## src/rtl/xlat_pkg.sv

```systemverilog
package xlat_pkg;
  parameter int XL_VA_W  = 32;
  parameter int XL_OFF_W = 12;
  parameter int XL_PPN_W = 18;
  parameter int XL_PT_AW = 32;
  localparam int XL_VPN_W = XL_VA_W - XL_OFF_W;
  localparam int XL_PA_W  = XL_PPN_W + XL_OFF_W;
  localparam int XL_PTE_W = XL_PPN_W + 1;

  typedef enum logic [1:0] {WK_IDLE, WK_ISSUE, WK_WAIT} walk_state_e;

  function automatic logic [XL_VPN_W-1:0] vpn_of(input logic [XL_VA_W-1:0] va);
    return va[XL_VA_W-1:XL_OFF_W];
  endfunction

  function automatic logic [XL_OFF_W-1:0] off_of(input logic [XL_VA_W-1:0] va);
    return va[XL_OFF_W-1:0];
  endfunction

  function automatic logic [XL_PA_W-1:0] join_pa(input logic [XL_PPN_W-1:0] ppn,
                                                 input logic [XL_OFF_W-1:0] off);
    return {ppn, off};
  endfunction

  function automatic logic [XL_PT_AW-1:0] pte_addr(input logic [XL_PT_AW-1:0] base,
                                                   input logic [XL_VPN_W-1:0] vpn);
    return base + XL_PT_AW'(vpn);
  endfunction

  function automatic logic pte_present(input logic [XL_PTE_W-1:0] pte);
    return pte[XL_PPN_W];
  endfunction

  function automatic logic [XL_PPN_W-1:0] pte_ppn(input logic [XL_PTE_W-1:0] pte);
    return pte[XL_PPN_W-1:0];
  endfunction
endpackage

```

## src/rtl/xlat_tlb_array.sv

```systemverilog
module xlat_tlb_array #(
  parameter int N     = 8,
  parameter int VPN_W = 20,
  parameter int PPN_W = 18,
  localparam int IDX_W = (N > 1) ? $clog2(N) : 1
) (
  input  logic             clk,
  input  logic             rst_n,
  input  logic [VPN_W-1:0] look_vpn,
  output logic             look_hit,
  output logic [PPN_W-1:0] look_ppn,
  output logic [N-1:0]     hit_vec,
  output logic [N-1:0]     valid_vec,
  output logic [N-1:0]     use_vec,
  input  logic             touch,
  input  logic             fill_en,
  input  logic [IDX_W-1:0] fill_idx,
  input  logic [VPN_W-1:0] fill_vpn,
  input  logic [PPN_W-1:0] fill_ppn,
  input  logic             inval_all,
  input  logic             use_clr
);
  logic [PPN_W-1:0] ppn_all [N];

  for (genvar i = 0; i < N; i++) begin : g_ent
    logic             vld_e, use_e;
    logic [VPN_W-1:0] tag_e;
    logic [PPN_W-1:0] ppn_e;
    logic             fill_here, set_use;

    assign fill_here = fill_en && (fill_idx == IDX_W'(i));
    assign hit_vec[i] = vld_e && (tag_e == look_vpn);
    assign set_use = (touch && hit_vec[i]) || fill_here;

    always_ff @(posedge clk) begin
      if (!rst_n || inval_all) begin
        vld_e <= 1'b0;
        use_e <= 1'b0;
      end else begin
        if (fill_here) vld_e <= 1'b1;
        if (set_use)      use_e <= 1'b1;
        else if (use_clr) use_e <= 1'b0;
      end
    end

    always_ff @(posedge clk) begin
      if (fill_here && !inval_all) begin
        tag_e <= fill_vpn;
        ppn_e <= fill_ppn;
      end
    end

    assign valid_vec[i] = vld_e;
    assign use_vec[i]   = use_e;
    assign ppn_all[i]   = ppn_e;
  end

  always_comb begin
    look_hit = |hit_vec;
    look_ppn = '0;
    for (int i = 0; i < N; i++)
      if (hit_vec[i]) look_ppn = ppn_all[i];
  end
endmodule

```

## src/rtl/xlat_victim.sv

```systemverilog
module xlat_victim #(
  parameter int N = 8,
  localparam int IDX_W = (N > 1) ? $clog2(N) : 1
) (
  input  logic             clk,
  input  logic             rst_n,
  input  logic [N-1:0]     valid_vec,
  input  logic             fill_en,
  output logic [IDX_W-1:0] victim_idx
);
  logic [IDX_W-1:0] rr_q, free_idx;
  logic             all_valid;

  assign all_valid = &valid_vec;

  always_comb begin
    free_idx = '0;
    for (int i = N - 1; i >= 0; i--)
      if (!valid_vec[i]) free_idx = IDX_W'(i);
  end

  assign victim_idx = all_valid ? rr_q : free_idx;

  always_ff @(posedge clk) begin
    if (!rst_n) rr_q <= '0;
    else if (fill_en && all_valid)
      rr_q <= (rr_q == IDX_W'(N - 1)) ? '0 : rr_q + 1'b1;
  end
endmodule

```

## src/rtl/xlat_walker.sv

```systemverilog
module xlat_walker
  import xlat_pkg::*;
(
  input  logic                clk,
  input  logic                rst_n,
  input  logic                start,
  input  logic [XL_VPN_W-1:0] start_vpn,
  input  logic [XL_PT_AW-1:0] base,
  output logic                busy,
  output logic                pt_rd_en,
  output logic [XL_PT_AW-1:0] pt_rd_addr,
  input  logic                pt_rd_valid,
  input  logic [XL_PTE_W-1:0] pt_rd_data,
  output logic                done,
  output logic                done_ok,
  output logic [XL_PPN_W-1:0] done_ppn,
  output logic [XL_VPN_W-1:0] walk_vpn
);
  walk_state_e st_q;

  always_ff @(posedge clk) begin
    if (!rst_n) st_q <= WK_IDLE;
    else begin
      unique case (st_q)
        WK_IDLE:  if (start) st_q <= WK_ISSUE;
        WK_ISSUE: st_q <= WK_WAIT;
        WK_WAIT:  if (pt_rd_valid) st_q <= WK_IDLE;
        default:  st_q <= WK_IDLE;
      endcase
    end
  end

  always_ff @(posedge clk) begin
    if (!rst_n) walk_vpn <= '0;
    else if (start && st_q == WK_IDLE) walk_vpn <= start_vpn;
  end

  assign busy       = (st_q != WK_IDLE);
  assign pt_rd_en   = (st_q == WK_ISSUE);
  assign pt_rd_addr = pte_addr(base, walk_vpn);
  assign done       = (st_q == WK_WAIT) && pt_rd_valid;
  assign done_ok    = pte_present(pt_rd_data);
  assign done_ppn   = pte_ppn(pt_rd_data);
endmodule

```

## src/rtl/addr_xlat_unit.sv

```systemverilog
module addr_xlat_unit
  import xlat_pkg::*;
#(
  parameter int TLB_ENTRIES = 8,
  localparam int IDX_W = (TLB_ENTRIES > 1) ? $clog2(TLB_ENTRIES) : 1
) (
  input  logic                   clk,
  input  logic                   rst_n,
  input  logic                   req_valid,
  input  logic [XL_VA_W-1:0]     req_vaddr,
  output logic                   req_ready,
  output logic                   resp_valid,
  output logic [XL_PA_W-1:0]     resp_paddr,
  output logic                   resp_fault,
  input  logic                   ptr_load,
  input  logic [XL_PT_AW-1:0]    ptr_value,
  input  logic                   flush,
  input  logic                   use_clear,
  output logic [TLB_ENTRIES-1:0] use_bits,
  output logic                   pt_rd_en,
  output logic [XL_PT_AW-1:0]    pt_rd_addr,
  input  logic                   pt_rd_valid,
  input  logic [XL_PTE_W-1:0]    pt_rd_data
);
  logic [XL_PT_AW-1:0]    base_q;
  logic [XL_OFF_W-1:0]    off_q;
  logic [TLB_ENTRIES-1:0] hit_vec, valid_vec;
  logic                   look_hit, busy, accept;
  logic [XL_PPN_W-1:0]    look_ppn, done_ppn;
  logic [XL_VPN_W-1:0]    walk_vpn;
  logic [IDX_W-1:0]       victim_idx;

  // Named events for the checker
  logic flush_evt, hit_evt, miss_evt, walk_done, walk_ok, fill_evt;

  assign req_ready = !busy;
  assign accept    = req_valid && req_ready;
  assign flush_evt = flush || ptr_load;
  assign hit_evt   = accept && look_hit;
  assign miss_evt  = accept && !look_hit;
  assign fill_evt  = walk_done && walk_ok && !flush_evt;

  xlat_tlb_array #(.N(TLB_ENTRIES), .VPN_W(XL_VPN_W), .PPN_W(XL_PPN_W)) u_tlb (
    .clk, .rst_n,
    .look_vpn (vpn_of(req_vaddr)),
    .look_hit, .look_ppn, .hit_vec, .valid_vec,
    .use_vec  (use_bits),
    .touch    (hit_evt),
    .fill_en  (fill_evt),
    .fill_idx (victim_idx),
    .fill_vpn (walk_vpn),
    .fill_ppn (done_ppn),
    .inval_all(flush_evt),
    .use_clr  (use_clear)
  );

  xlat_victim #(.N(TLB_ENTRIES)) u_victim (
    .clk, .rst_n, .valid_vec, .fill_en(fill_evt), .victim_idx
  );

  xlat_walker u_walk (
    .clk, .rst_n,
    .start     (miss_evt),
    .start_vpn (vpn_of(req_vaddr)),
    .base      (base_q),
    .busy, .pt_rd_en, .pt_rd_addr, .pt_rd_valid, .pt_rd_data,
    .done      (walk_done),
    .done_ok   (walk_ok),
    .done_ppn, .walk_vpn
  );

  always_ff @(posedge clk) begin
    if (!rst_n) base_q <= '0;
    else if (ptr_load) base_q <= ptr_value;
  end

  always_ff @(posedge clk) begin
    if (!rst_n) off_q <= '0;
    else if (accept) off_q <= off_of(req_vaddr);
  end

  always_ff @(posedge clk) begin
    if (!rst_n) begin
      resp_valid <= 1'b0;
      resp_fault <= 1'b0;
      resp_paddr <= '0;
    end else begin
      resp_valid <= hit_evt || walk_done;
      resp_fault <= walk_done && !walk_ok;
      if (hit_evt)        resp_paddr <= join_pa(look_ppn, off_of(req_vaddr));
      else if (walk_done) resp_paddr <= walk_ok ? join_pa(done_ppn, off_q) : '0;
    end
  end
endmodule

```

## config.mk

```make
export PLATFORM = sky130hd
export DESIGN_NAME = addr_xlat_unit
export DESIGN_NICKNAME = d
export VERILOG_FILES = /design/src/rtl/xlat_pkg.sv /design/src/rtl/xlat_tlb_array.sv /design/src/rtl/xlat_victim.sv /design/src/rtl/xlat_walker.sv /design/src/rtl/addr_xlat_unit.sv
export SDC_FILE = /design/constraint.sdc
export NUM_CORES = 1
export LEC_CHECK = 0
export ABC_AREA = 1
export BUFFER_PORTS_ARGS = -buffer_cell sky130_fd_sc_hd__buf_2
export CAP_MARGIN = 20
export CORE_UTILIZATION = 63
export DETAILED_ROUTE_END_ITERATION = 8
export HOLD_SLACK_MARGIN = 0.05
export PLACE_DENSITY = 0.83
export SKIP_LAST_GASP = 1
export SYNTH_ARGS = -nofsm -noshare
export SYNTH_HDL_FRONTEND = slang
export SYNTH_SLANG_ARGS = --single-unit
```

## constraint.sdc

```tcl
create_clock -name clk -period 13.97 [get_ports clk]
set_clock_uncertainty 0.2 [all_clocks]
set_input_delay 2.794 -clock clk [delete_from_list [all_inputs] [get_ports clk]]
set_output_delay 2.794 -clock clk [all_outputs]
set_load 0.005 [all_outputs]
```

==> results of run 1 <==
## how the worst min path moves through the flow
| stage | cells after the start | to |
|---|---|---|
| after floorplan | 2 | off_q[0]$_SDFFE_PN0P_ |
| after global placement | 2 | off_q[4]$_SDFFE_PN0P_ |
| after detailed placement | 2 | off_q[5]$_SDFFE_PN0P_ |
| after CTS | 2 | off_q[5]$_SDFFE_PN0P_ |
| after global routing | 2 | off_q[6]$_SDFFE_PN0P_ |
| final | 2 | off_q[1]$_SDFFE_PN0P_ |
## flip-flops by register name, indices dropped and copies added (netlist names)
| name | cells |
|---|---|
| base_q | 32 |
| off_q | 12 |
| resp_fault | 1 |
| resp_paddr | 30 |
| resp_valid | 1 |
| u_tlb.g_ent.ppn_e | 144 |
| u_tlb.g_ent.tag_e | 160 |
| u_tlb.g_ent.use_e | 8 |
| u_tlb.g_ent.vld_e | 8 |
| u_victim.rr_q | 3 |
| u_walk.st_q | 2 |
| u_walk.walk_vpn | 20 |
## synthesized netlist by cell type (3+ instances only)
master      n  share of area (%)
nand2_1   547                 11
edfxtp_1  304                 47
nor2_1    294                5.7
inv_1     217                4.2
o21ai_0   173                4.5
dfxtp_1   117                 12
a21oi_1    99                2.6
nand3_1    61                1.6
clkbuf_1   34               0.66
xnor2_1    30                1.4
xor2_1     23                1.0
ha_1       22                1.4
nor2_2     21               0.68
or2_2      20               0.65
inv_2      19               0.37
a22oi_1    17               0.66
buf_4      16               0.62
buf_2      15               0.39
a31oi_1     9               0.29
buf_6       8               0.47
nor3_1      7               0.18
o21ai_1     7               0.18
nand4_1     6               0.19
o21a_1      6               0.23
clkinv_1    5              0.097
buf_1       4              0.078
nand2_4     4               0.23
o211ai_1    4               0.16
o22ai_1     4               0.13
nand3_4     3               0.27
## power by group through the flow
stage	combinational, mW	sequential, mW	clock [mW]
2_1_floorplan	0.104	1.40	0
5_1_grt	0.199	1.39	1.20
4_1_cts	0.178	1.39	1.16
6_report	0.182	1.39	1.15
3_5_place_dp	0.175	1.41	0
3_3_place_gp	0.171	1.41	0
## through the flow
stage,power (mW),hold WS (ns),instance area (sq um),instances,util (%)
floorplan,1.50,0.225,19300,2120,-
global placement,1.58,0.236,20300,2611,68.0
detailed placement,1.59,0.244,20300,2611,68.0
CTS,2.72,0.256,21700,2689,72.8
global route,2.79,0.286,21700,2689,72.8
finish,2.72,0.255,21700,2689,72.8
## kinds of logic after synthesis
group | share of synthesized area [%]
AOI/OAI and AO/OA | 9.08
xor gates and xnor gates | 2.41
adders and majority gates | 1.53
buffers and inverters | 7.00
DFF | 59.4
and+or+nand+nor | 20.6
## layout make-up
cell class              instances  share of cell area [%]
flip-flops and latches        421                    52.8
multi-input cells            1378                    29.9
clock buffers                  61                    5.54
repair buffers                180                    4.34
inverters                     242                    4.20
well taps                     390                    2.24
clock inverters                17                   0.978
## worst min-delay path, stage by stage, from the launching register on
cell and delay (ns):
dfxtp_1 0.30, inv_1 0.06, a21oi_1 0.05
## metal layers
metal | vias up | wire (um) | track usage (%)
li1 | 7201 | - | -
met4 | 2 | 1960 | 14.8
met2 | 1017 | 25400 | 56.6
met5 | - | 77 | 1.92
met1 | 7267 | 20600 | 46.7
met3 | 143 | 6590 | 7.07
==> impl_results.md, run 1 <==
* Worst path max stage delay at 0.51 ns
* Post-route ant nets at 0
* Net Sw Frac at 22.9%
* Cts bufs inserted at 42
* R2R Path Start: u_walk.st_q[0]$_SDFFE_PN0P_
* Top_reg_cell synth: edfxtp_1
* LEAKAGE at 9.38 nW
* Post-CTS Hold Buffers at 0
* Rel. slew slack at 31.0%
* Critical Path RT at 10.98 ns
* Synth Net Count at 2233
* Ratio of cells with drive above 1 in the final layout at 14.0%
* Power density over the cells at 125 nW/um^2
* Initial Util at 64.6%
* Most frequent cells in the layout: nand2_1 (547), edfxtp_1 (304), nor2_1 (290)
* Die Wd at 177 um
* Startpoint types: flop
* Peak supply drop at 0.125 mV
* Clock share of power at 42.4%
* Commonest non-fill, non-tap cell in the layout: nand2_1
* CP max-delay cell: dfxtp_1
* Area growth syn-to-layout at 12.7%
* CP max FO at 10
* Post-place setup slack at 7.82 ns
* Synth Instances at 2120
* Synth unique cells at 47
* # diodes at 0
* CP bufs+invs at 2
* Clk sink count at 421
* RSZ-0062 raised after global routing: no
* Total global routing overflow at 0
* Worst-Margin Slew at 1.03 ns
* Setup TNS at 0 ns
* Delay-heaviest family, CP: compound AO/OA/AOI/OAI gates
* Worst-path cell chain: ha_1 -> inv_1 -> fa_1 -> o21ai_0 -> a31oi_1 -> o21ai_0 -> a21oi_1 -> o21bai_1 -> nand2_1 -> nand2_1 -> xor2_1 -> buf_2
* Seq. cell area at 11500 sq um
* Levels on crit path at 12
* Final worst path period need at 6.60 ns
* Pre-antenna DRT Iters at 6
* Highest clock rate at 151 MHz
* Sequential power share at 50.9%
* Crit Path Class: flop to primary output
* Global-route wire length before repair at 83200 um
* CTS clk-pin slew, worst paths at 0.06 ns
* Input/output buffers at 163
* Final period utilization at 47.3%
* Multi-input logic area at 6510 sq um
* Fin. Hold Viols at 0
* Die Footprint at 31300 sq um
* Crit path launch: u_walk.walk_vpn[0]$_SDFFE_PN0P_
* Crit path capture type: primary output
* FP Rows at 63
* Synthesis-stage register bit count at 421
* Synth Area per Inst at 9.10 sq um
* Max clock buf depth at 3
* CTS root buf: clkbuf_16
* Nets at 2378
* Synth async-reset ratio at 0%
* Routed vias/inst at 5.81
* Slew Viols, Final at 0
* Worst Hold Class: flop to flop
* Comb pwr share at 6.7%
* Arr. time, crit path at 3.61 ns
* Final WS setup at 7.37 ns
* Status: completed
* Final WL at 54700 um
* Critical path destination: pt_rd_addr[16]
* Vias in the first global route at 15500
* EDFF count, synth at 304
* Yosys warning count at 0
* H-tree levels at 2
* HP Start: off_q[1]$_SDFFE_PN0P_
* CTS tree: done
* 1st-iter DRT viols at 1828
* Mapped Area at 19300 sq um
* Worst reg-to-reg setup slack at 10.20 ns
* Int Power at 2.10 mW
* All-Layer GR Usage at 35.3%
* I/O Pins at 164
* DRC errors left at 0
* Routed vias at 15600
* Final-layout fill cell count at 2095
* Final setup vio count at 0
* Seq/Total Area, Yosys at 59.4%
* FF-to-FF path depth at 10
* Initial antenna violation count at 0
* Postcts setup bufs at 0
* Clk_lat worst skew at 0.56 ns
* Die height at 177 um
* Core area at 29900 sq um
* Resized Gates After CTS at 0
* Worst reg2reg path endpoint: u_tlb.g_ent[0].ppn_e[0]$_DFFE_PP_
* GP Congestion at 0.991
* NetSw at 0.624 mW
* Routed length per instance at 20.3 um
* Max-cap check violation count at 0
* Detailed Place HPWL at 36200 um
* Largest net degree at the start of global routing at 84
Power figures use the tool's default switching activity.
==> inputs of run 2 (changes only) <==
CORE_UTILIZATION = 60   (was 63)
PLACE_DENSITY = 0.8   (was 0.83)
clock period = 6.52 ns   (was 13.97 ns; I/O delays follow)
==> run 2 against run 1 <==
- via count shrank 0.74%
- clock power grew 110%
- worst setup slack lost 6.3 ns
- die area grew 4.9%
- critical path depth shrank 1
- sequential cell count is the same
- worst hold slack gained 0.00074 ns
- critical endpoint is now pt_rd_addr[18]
==> impl_results.md, run 2 (synthesis gave the netlist of run 1 again) <==
* Final worst path period need at 5.43 ns
* FF-to-FF path depth at 11 (was 10)
* Peak supply drop at 0.214 mV (was 0.125 mV)
* Max clock buf depth at 3 (unchanged)
* Startpoint types: flop (unchanged)
* Post-place setup slack at 1.48 ns (was 7.82 ns)
* NetSw at 1.32 mW (was 0.624 mW)
* Net Sw Frac at 22.6% (was 22.9%)
* Critical Path RT at 5.02 ns (was 10.98 ns)
* Pre-antenna DRT Iters at 6 (unchanged)
* Power density over the cells at 268 nW/um^2 (was 125 nW/um^2)
* All-Layer GR Usage at 32.9% (was 35.3%)
* Postcts setup bufs at 0 (unchanged)
* # diodes at 0 (unchanged)
* Input/output buffers at 163 (unchanged)
* Post-route ant nets at 0 (unchanged)
* Core area at 31600 sq um (was 29900 sq um)
* Crit Path Class: flop to primary output (unchanged)
* Int Power at 4.51 mW (was 2.10 mW)
* Largest Register: u_tlb.g_ent.tag_e (unchanged)
* Fin area at 21800 sq um (was 21700 sq um)
* CP max FO at 10 (unchanged)
* Cts bufs inserted at 43 (was 42)
* Die Footprint at 32900 sq um (was 31300 sq um)
* Largest registers: u_tlb.g_ent.tag_e x160, u_tlb.g_ent.ppn_e x144, base_q x32 (unchanged)
* Clk_lat worst skew at 0.54 ns (was 0.56 ns)
* Clk sink count at 421 (unchanged)
* Rel. slew slack at 30.2% (was 31.0%)
* DP Area at 20400 sq um (was 20300 sq um)
* Fin. Hold Viols at 0 (unchanged)
* Comb pwr share at 6.8% (was 6.7%)
* Vias in the first global route at 15000 (was 15500)
* Resized Gates After CTS at 0 (unchanged)
* Post-CTS Hold Buffers at 0 (unchanged)
* Largest net degree at the start of global routing at 84 (unchanged)
* Status: completed (unchanged)
* Slew Viols, Final at 0 (unchanged)
* LEAKAGE at 9.38 nW (about the same)
* RSZ-0062 raised after global routing: no (unchanged)
* Final WS setup at 1.09 ns (was 7.37 ns)
* Area growth syn-to-layout at 12.8% (was 12.7%)
* Routed length per instance at 19.9 um (was 20.3 um)
* FP Rows at 65 (was 63)
* Worst Hold Class: flop to flop (unchanged)
* Total global routing overflow at 0 (unchanged)
* Arr. time, crit path at 3.93 ns (was 3.61 ns)
* Most frequent cells in the layout: nand2_1 (547), edfxtp_1 (304), nor2_1 (290) (unchanged)
* Initial Util at 61.0% (was 64.6%)
* GP Congestion at 0.969 (was 0.991)
* CTS root buf: clkbuf_16 (unchanged)
* Sequential power share at 50.8% (was 50.9%)
* 1st-iter DRT viols at 1873 (was 1828)
* Clock share of power at 42.3% (was 42.4%)
* DRC errors left at 0 (unchanged)
* Final-layout fill cell count at 2350 (was 2095)
* Setup TNS at 0 ns (unchanged)
* Detailed Place HPWL at 35700 um (was 36200 um)
* Nets at 2380 (was 2378)
* Pwr Total at 5.83 mW (was 2.72 mW)
* Ratio of cells with drive above 1 in the final layout at 14.0% (about the same)
* Hold depth at 2 (unchanged)
* H-tree levels at 2 (unchanged)
* Die height at 181 um (was 177 um)
* Worst reg-to-reg setup slack at 2.48 ns (was 10.20 ns)
* CTS clk-pin slew, worst paths at 0.06 ns (about the same)
* Highest clock rate at 184 MHz
* Routed vias/inst at 5.74 (was 5.81)
* Commonest non-fill, non-tap cell in the layout: nand2_1 (unchanged)
* Worst-Margin Slew at 1.04 ns (was 1.03 ns)
* Final setup vio count at 0 (unchanged)
* I/O Pins at 164 (unchanged)
* CTS tree: done (unchanged)
* Final WL at 53900 um (was 54700 um)
* Die Wd at 181 um (was 177 um)
* Global-route wire length before repair at 82500 um (was 83200 um)
* Max FFs per register at 160 (unchanged)
* Crit path capture type: primary output (unchanged)
* Max-cap check violation count at 0 (unchanged)
* Routed vias at 15500 (was 15600)
* Final period utilization at 83.3%
* Initial antenna violation count at 2 (was 0)
## run 2: layout make-up
type | count | area [sq um] | area share (%)
inverter | 242 | 913 | 4.19
clock inverter | 18 | 189 | 0.868
tap | 402 | 503 | 2.31
clock buffer | 61 | 1230 | 5.63
timing repair buffer | 181 | 963 | 4.42
multi-input combinational | 1378 | 6510 | 29.9
sequential | 421 | 11500 | 52.7
## run 2: power by group through the flow
| stage | logic, mW | registers, mW | clock network (mW) |
|---|---|---|---|
| 2_1_floorplan | 0.223 | 3.00 | 0 |
| 4_1_cts | 0.391 | 2.96 | 2.48 |
| 6_report | 0.399 | 2.96 | 2.47 |
| 3_3_place_gp | 0.377 | 3.02 | 0 |
| 5_1_grt | 0.436 | 2.97 | 2.60 |
| 3_5_place_dp | 0.386 | 3.02 | 0 |
## run 2: through the flow
step           util (%)  cells  hold slack [ns]
2_1_floorplan         -   2120            0.225
3_3_place_gp       64.3   2623            0.236
3_5_place_dp       64.3   2623            0.241
4_1_cts            68.8   2702            0.256
5_1_grt            68.8   2703            0.275
6_report           68.8   2703            0.255
## run 2: worst paths after layout
| kind | end | startpoint |
|---|---|---|
| worst min register to register | off_q[1]$_SDFFE_PN0P_ | off_q[1]$_SDFFE_PN0P_ |
| worst max register to register | u_tlb.g_ent[0].vld_e$_SDFFE_PP0P_ | u_walk.st_q[0]$_SDFFE_PN0P_ |
| worst min-delay path | off_q[1]$_SDFFE_PN0P_ | off_q[1]$_SDFFE_PN0P_ |
| worst max-delay path | pt_rd_addr[18] | u_walk.walk_vpn[0]$_SDFFE_PN0P_ |
## run 2: metal layers
| metal | GRT usage [%] | routed length [um] |
|---|---|---|
| met5 | 0 | 0 |
| met4 | 13.2 | 1920 |
| met2 | 53.2 | 25000 |
| met3 | 6.45 | 5900 |
| met1 | 43.6 | 21100 |
## run 2: worst max-delay path: stages, from the launching register on
cell and delay, ns:
dfxtp_1 0.62, ha_1 0.29, inv_1 0.07, fa_1 0.40
o21ai_0 0.41, a31oi_1 0.21, o21ai_0 0.34, a21oi_1 0.23
o21bai_1 0.32, a21oi_1 0.14, xnor2_1 0.21, buf_2 0.15
==> inputs of run 3 (changes only) <==
CORE_UTILIZATION = 54   (was 60)
PLACE_DENSITY = 0.76   (was 0.8)
clock period = 4.5 ns   (was 6.52 ns; I/O delays follow)
==> run 3 against run 2 <==
- cell count grew 2.9%
- sequential cell count is the same
- count of clock-buffer cells in the layout shrank 2
- design area grew 1.6%
- total power grew 45%
- highest routed layer unchanged
- critical path type unchanged
==> impl_results.md, run 3 (synthesis gave the netlist of run 1 again) <==
* Status: completed (unchanged)
* HP Start: off_q[7]$_SDFFE_PN0P_ (was off_q[1]$_SDFFE_PN0P_)
* Postcts setup bufs at 0 (unchanged)
* Final setup vio count at 0 (unchanged)
* Peak supply drop at 0.270 mV (was 0.214 mV)
* I/O Pins at 164 (unchanged)
* Int Power at 6.50 mW (was 4.51 mW)
* Worst-Margin Slew at 1.10 ns (was 1.04 ns)
* FP Rows at 68 (was 65)
* Clock share of power at 42.3% (about the same)
* Worst-path cell chain: ha_1 -> a21oi_1 -> nand2_1 -> a21oi_2 -> o21ai_0 -> a31oi_1 -> o21ai_0 -> a21oi_1 -> xnor2_1 -> buf_2 (was ha_1 -> inv_1 -> fa_1 -> o21ai_0 -> a31oi_1 -> o21ai_0 -> a21oi_1 -> o21bai_1 -> a21oi_1 -> xnor2_1 -> buf_2)
* Final worst path period need at 4.21 ns
* RSZ-0062 raised after global routing: no (unchanged)
* Largest Register: u_tlb.g_ent.tag_e (unchanged)
* Input/output buffers at 163 (unchanged)
* Global-route wire length before repair at 87700 um (was 82500 um)
* Arr. time, crit path at 3.11 ns (was 3.93 ns)
* Pre-antenna DRT Iters at 7 (was 6)
* Total global routing overflow at 0 (unchanged)
* Worst reg2reg path endpoint: u_tlb.g_ent[5].tag_e[7]$_DFFE_PP_ (was u_tlb.g_ent[0].vld_e$_SDFFE_PP0P_)
* Most frequent cells in the layout: nand2_1 (547), edfxtp_1 (304), nor2_1 (290) (unchanged)
* Setup TNS at 0 ns (unchanged)
* Hold depth at 2 (unchanged)
* CP max-delay cell: dfxtp_1 (unchanged)
* Highest clock rate at 238 MHz
* Largest net degree at the start of global routing at 83 (was 84)
* Max-cap check violation count at 0 (unchanged)
* Crit path capture type: primary output (unchanged)
* Max FFs per register at 160 (unchanged)
* Post-route ant nets at 0 (unchanged)
* Worst path max stage delay at 0.47 ns (was 0.62 ns)
* Power density over the cells at 383 nW/um^2 (was 268 nW/um^2)
* All-Layer GR Usage at 32.1% (was 32.9%)
* GP Congestion at 0.952 (was 0.969)
* LEAKAGE at 9.52 nW (was 9.38 nW)
* Detailed Place HPWL at 38500 um (was 35700 um)
* Pwr Total at 8.48 mW (was 5.83 mW)
* Fin. Hold Viols at 0 (unchanged)
* Final period utilization at 93.5%
* Placed insts at 2699 (was 2623)
* Post-place setup slack at 0.406 ns (was 1.48 ns)
* Sequential power share at 50.4% (was 50.8%)
* Startpoint types: flop (unchanged)
* Vias in the first global route at 15300 (was 15000)
* Final-layout fill cell count at 2852 (was 2350)
* R2R Path Start: u_tlb.g_ent[7].vld_e$_SDFFE_PP0P_ (was u_walk.st_q[0]$_SDFFE_PN0P_)
* Final WL at 56900 um (was 53900 um)
* Critical Path RT at 3.40 ns (was 5.02 ns)
* Ratio of cells with drive above 1 in the final layout at 15.1% (was 14.0%)
* Largest registers: u_tlb.g_ent.tag_e x160, u_tlb.g_ent.ppn_e x144, base_q x32 (unchanged)
* Die Footprint at 36500 sq um (was 32900 sq um)
* WHS at 0.252 ns (was 0.255 ns)
* Crit Path Class: flop to primary output (unchanged)
* Routed vias/inst at 5.54 (was 5.74)
* CTS clk-pin slew, worst paths at 0.06 ns (about the same)
* CTS root buf: clkbuf_16 (unchanged)
* Cts bufs inserted at 43 (unchanged)
* Initial antenna violation count at 4 (was 2)
* Worst reg-to-reg setup slack at 1.17 ns (was 2.48 ns)
* FF-to-FF path depth at 9 (was 11)
* Final WS setup at 0.291 ns (was 1.09 ns)
* Routed vias at 15400 (was 15500)
* Hold Crit Endpoint: off_q[7]$_SDFFE_PN0P_ (was off_q[1]$_SDFFE_PN0P_)
* 1st-iter DRT viols at 1564 (was 1873)
* CP max FO at 4 (was 10)
* Rel. slew slack at 26.0% (was 30.2%)
* CTS tree: done (unchanged)
* Net Sw Frac at 23.4% (was 22.6%)
* Clk_lat worst skew at 0.55 ns (was 0.54 ns)
* Core area at 34900 sq um (was 31600 sq um)
* Max clock buf depth at 3 (unchanged)
* H-tree levels at 2 (unchanged)
* Commonest non-fill, non-tap cell in the layout: nand2_1 (unchanged)
* NetSw at 1.99 mW (was 1.32 mW)
* Slew Viols, Final at 0 (unchanged)
* Nets at 2402 (was 2380)
* Worst Hold Class: flop to flop (unchanged)
* Clk sink count at 421 (unchanged)
* Die Wd at 191 um (was 181 um)
* Area growth syn-to-layout at 14.7% (was 12.8%)
* Die height at 191 um (was 181 um)
* Final Non-Filler Cells at 2781 (was 2703)
* DRC errors left at 0 (unchanged)
* Routed length per instance at 20.4 um (was 19.9 um)
* Initial Util at 55.3% (was 61.0%)
* Comb pwr share at 7.3% (was 6.8%)
==> run 3: stage by stage <==
step                area [sq um]  utilization [%]
floorplan                  19300                -
global placement           20700             59.3
detailed placement         20700             59.3
CTS                        22100             63.4
global route               22100             63.4
finish                     22100             63.4
==> run 3: what timing repair did <==
| item | CTS | global route |
|---|---|---|
| endpoints found under the setup margin | 3 | 6 |
| hold buffers | 0 | 0 |
| resized for setup | 2 | 4 |
==> run 3: per-layer routing <==
layer	wire length, um	track usage, %	vias up
met1	23100	44.1	7295
met3	6300	6.70	99
met2	26100	51.2	786
met4	1310	9.62	0
met5	0	0	-
li1	-	-	7235
==> run 3: power by group through the flow <==
stage	Combinational (mW)	Sequential (mW)	Clock (mW)
6_report	0.618	4.28	3.59
5_1_grt	0.680	4.28	3.75
4_1_cts	0.608	4.27	3.60
2_1_floorplan	0.323	4.34	0
3_5_place_dp	0.601	4.36	0
3_3_place_gp	0.593	4.35	0
==> run 3: worst max path at each step <==
stage,from,end,cells after the start
after global placement,u_walk.walk_vpn[0]$_SDFFE_PN0P_,pt_rd_addr[16],12
after floorplan,pt_rd_valid,u_tlb.g_ent[5].ppn_e[0]$_DFFE_PP_,8
after global routing,u_walk.walk_vpn[0]$_SDFFE_PN0P_,pt_rd_addr[16],12
after CTS,u_walk.walk_vpn[0]$_SDFFE_PN0P_,pt_rd_addr[16],12
final,u_walk.walk_vpn[2]$_SDFFE_PN0P_,pt_rd_addr[17],10
after detailed placement,u_walk.walk_vpn[0]$_SDFFE_PN0P_,pt_rd_addr[16],12
==> run 3: final cells by class <==
class | count | area [sq um] | area share (%)
inverter | 242 | 913 | 4.13
antenna | 2 | 5.00 | 0.0226
clock buffer | 59 | 1250 | 5.65
clock inverter | 21 | 176 | 0.797
multi-input combinational | 1378 | 6530 | 29.5
timing repair buffer | 203 | 1220 | 5.50
sequential | 421 | 11500 | 51.8
tap | 455 | 569 | 2.57
==> run 3: worst max-delay path: cells and delay by family (launching register included) <==
family	cells	cell delay (ns)
AOI/OAI and AO/OA	6	1.31
xor gates and xnor gates	1	0.15
adders and majority gates	1	0.34
DFF	1	0.47
and+or+nand+nor	1	0.12
buffers and inverters	1	0.17
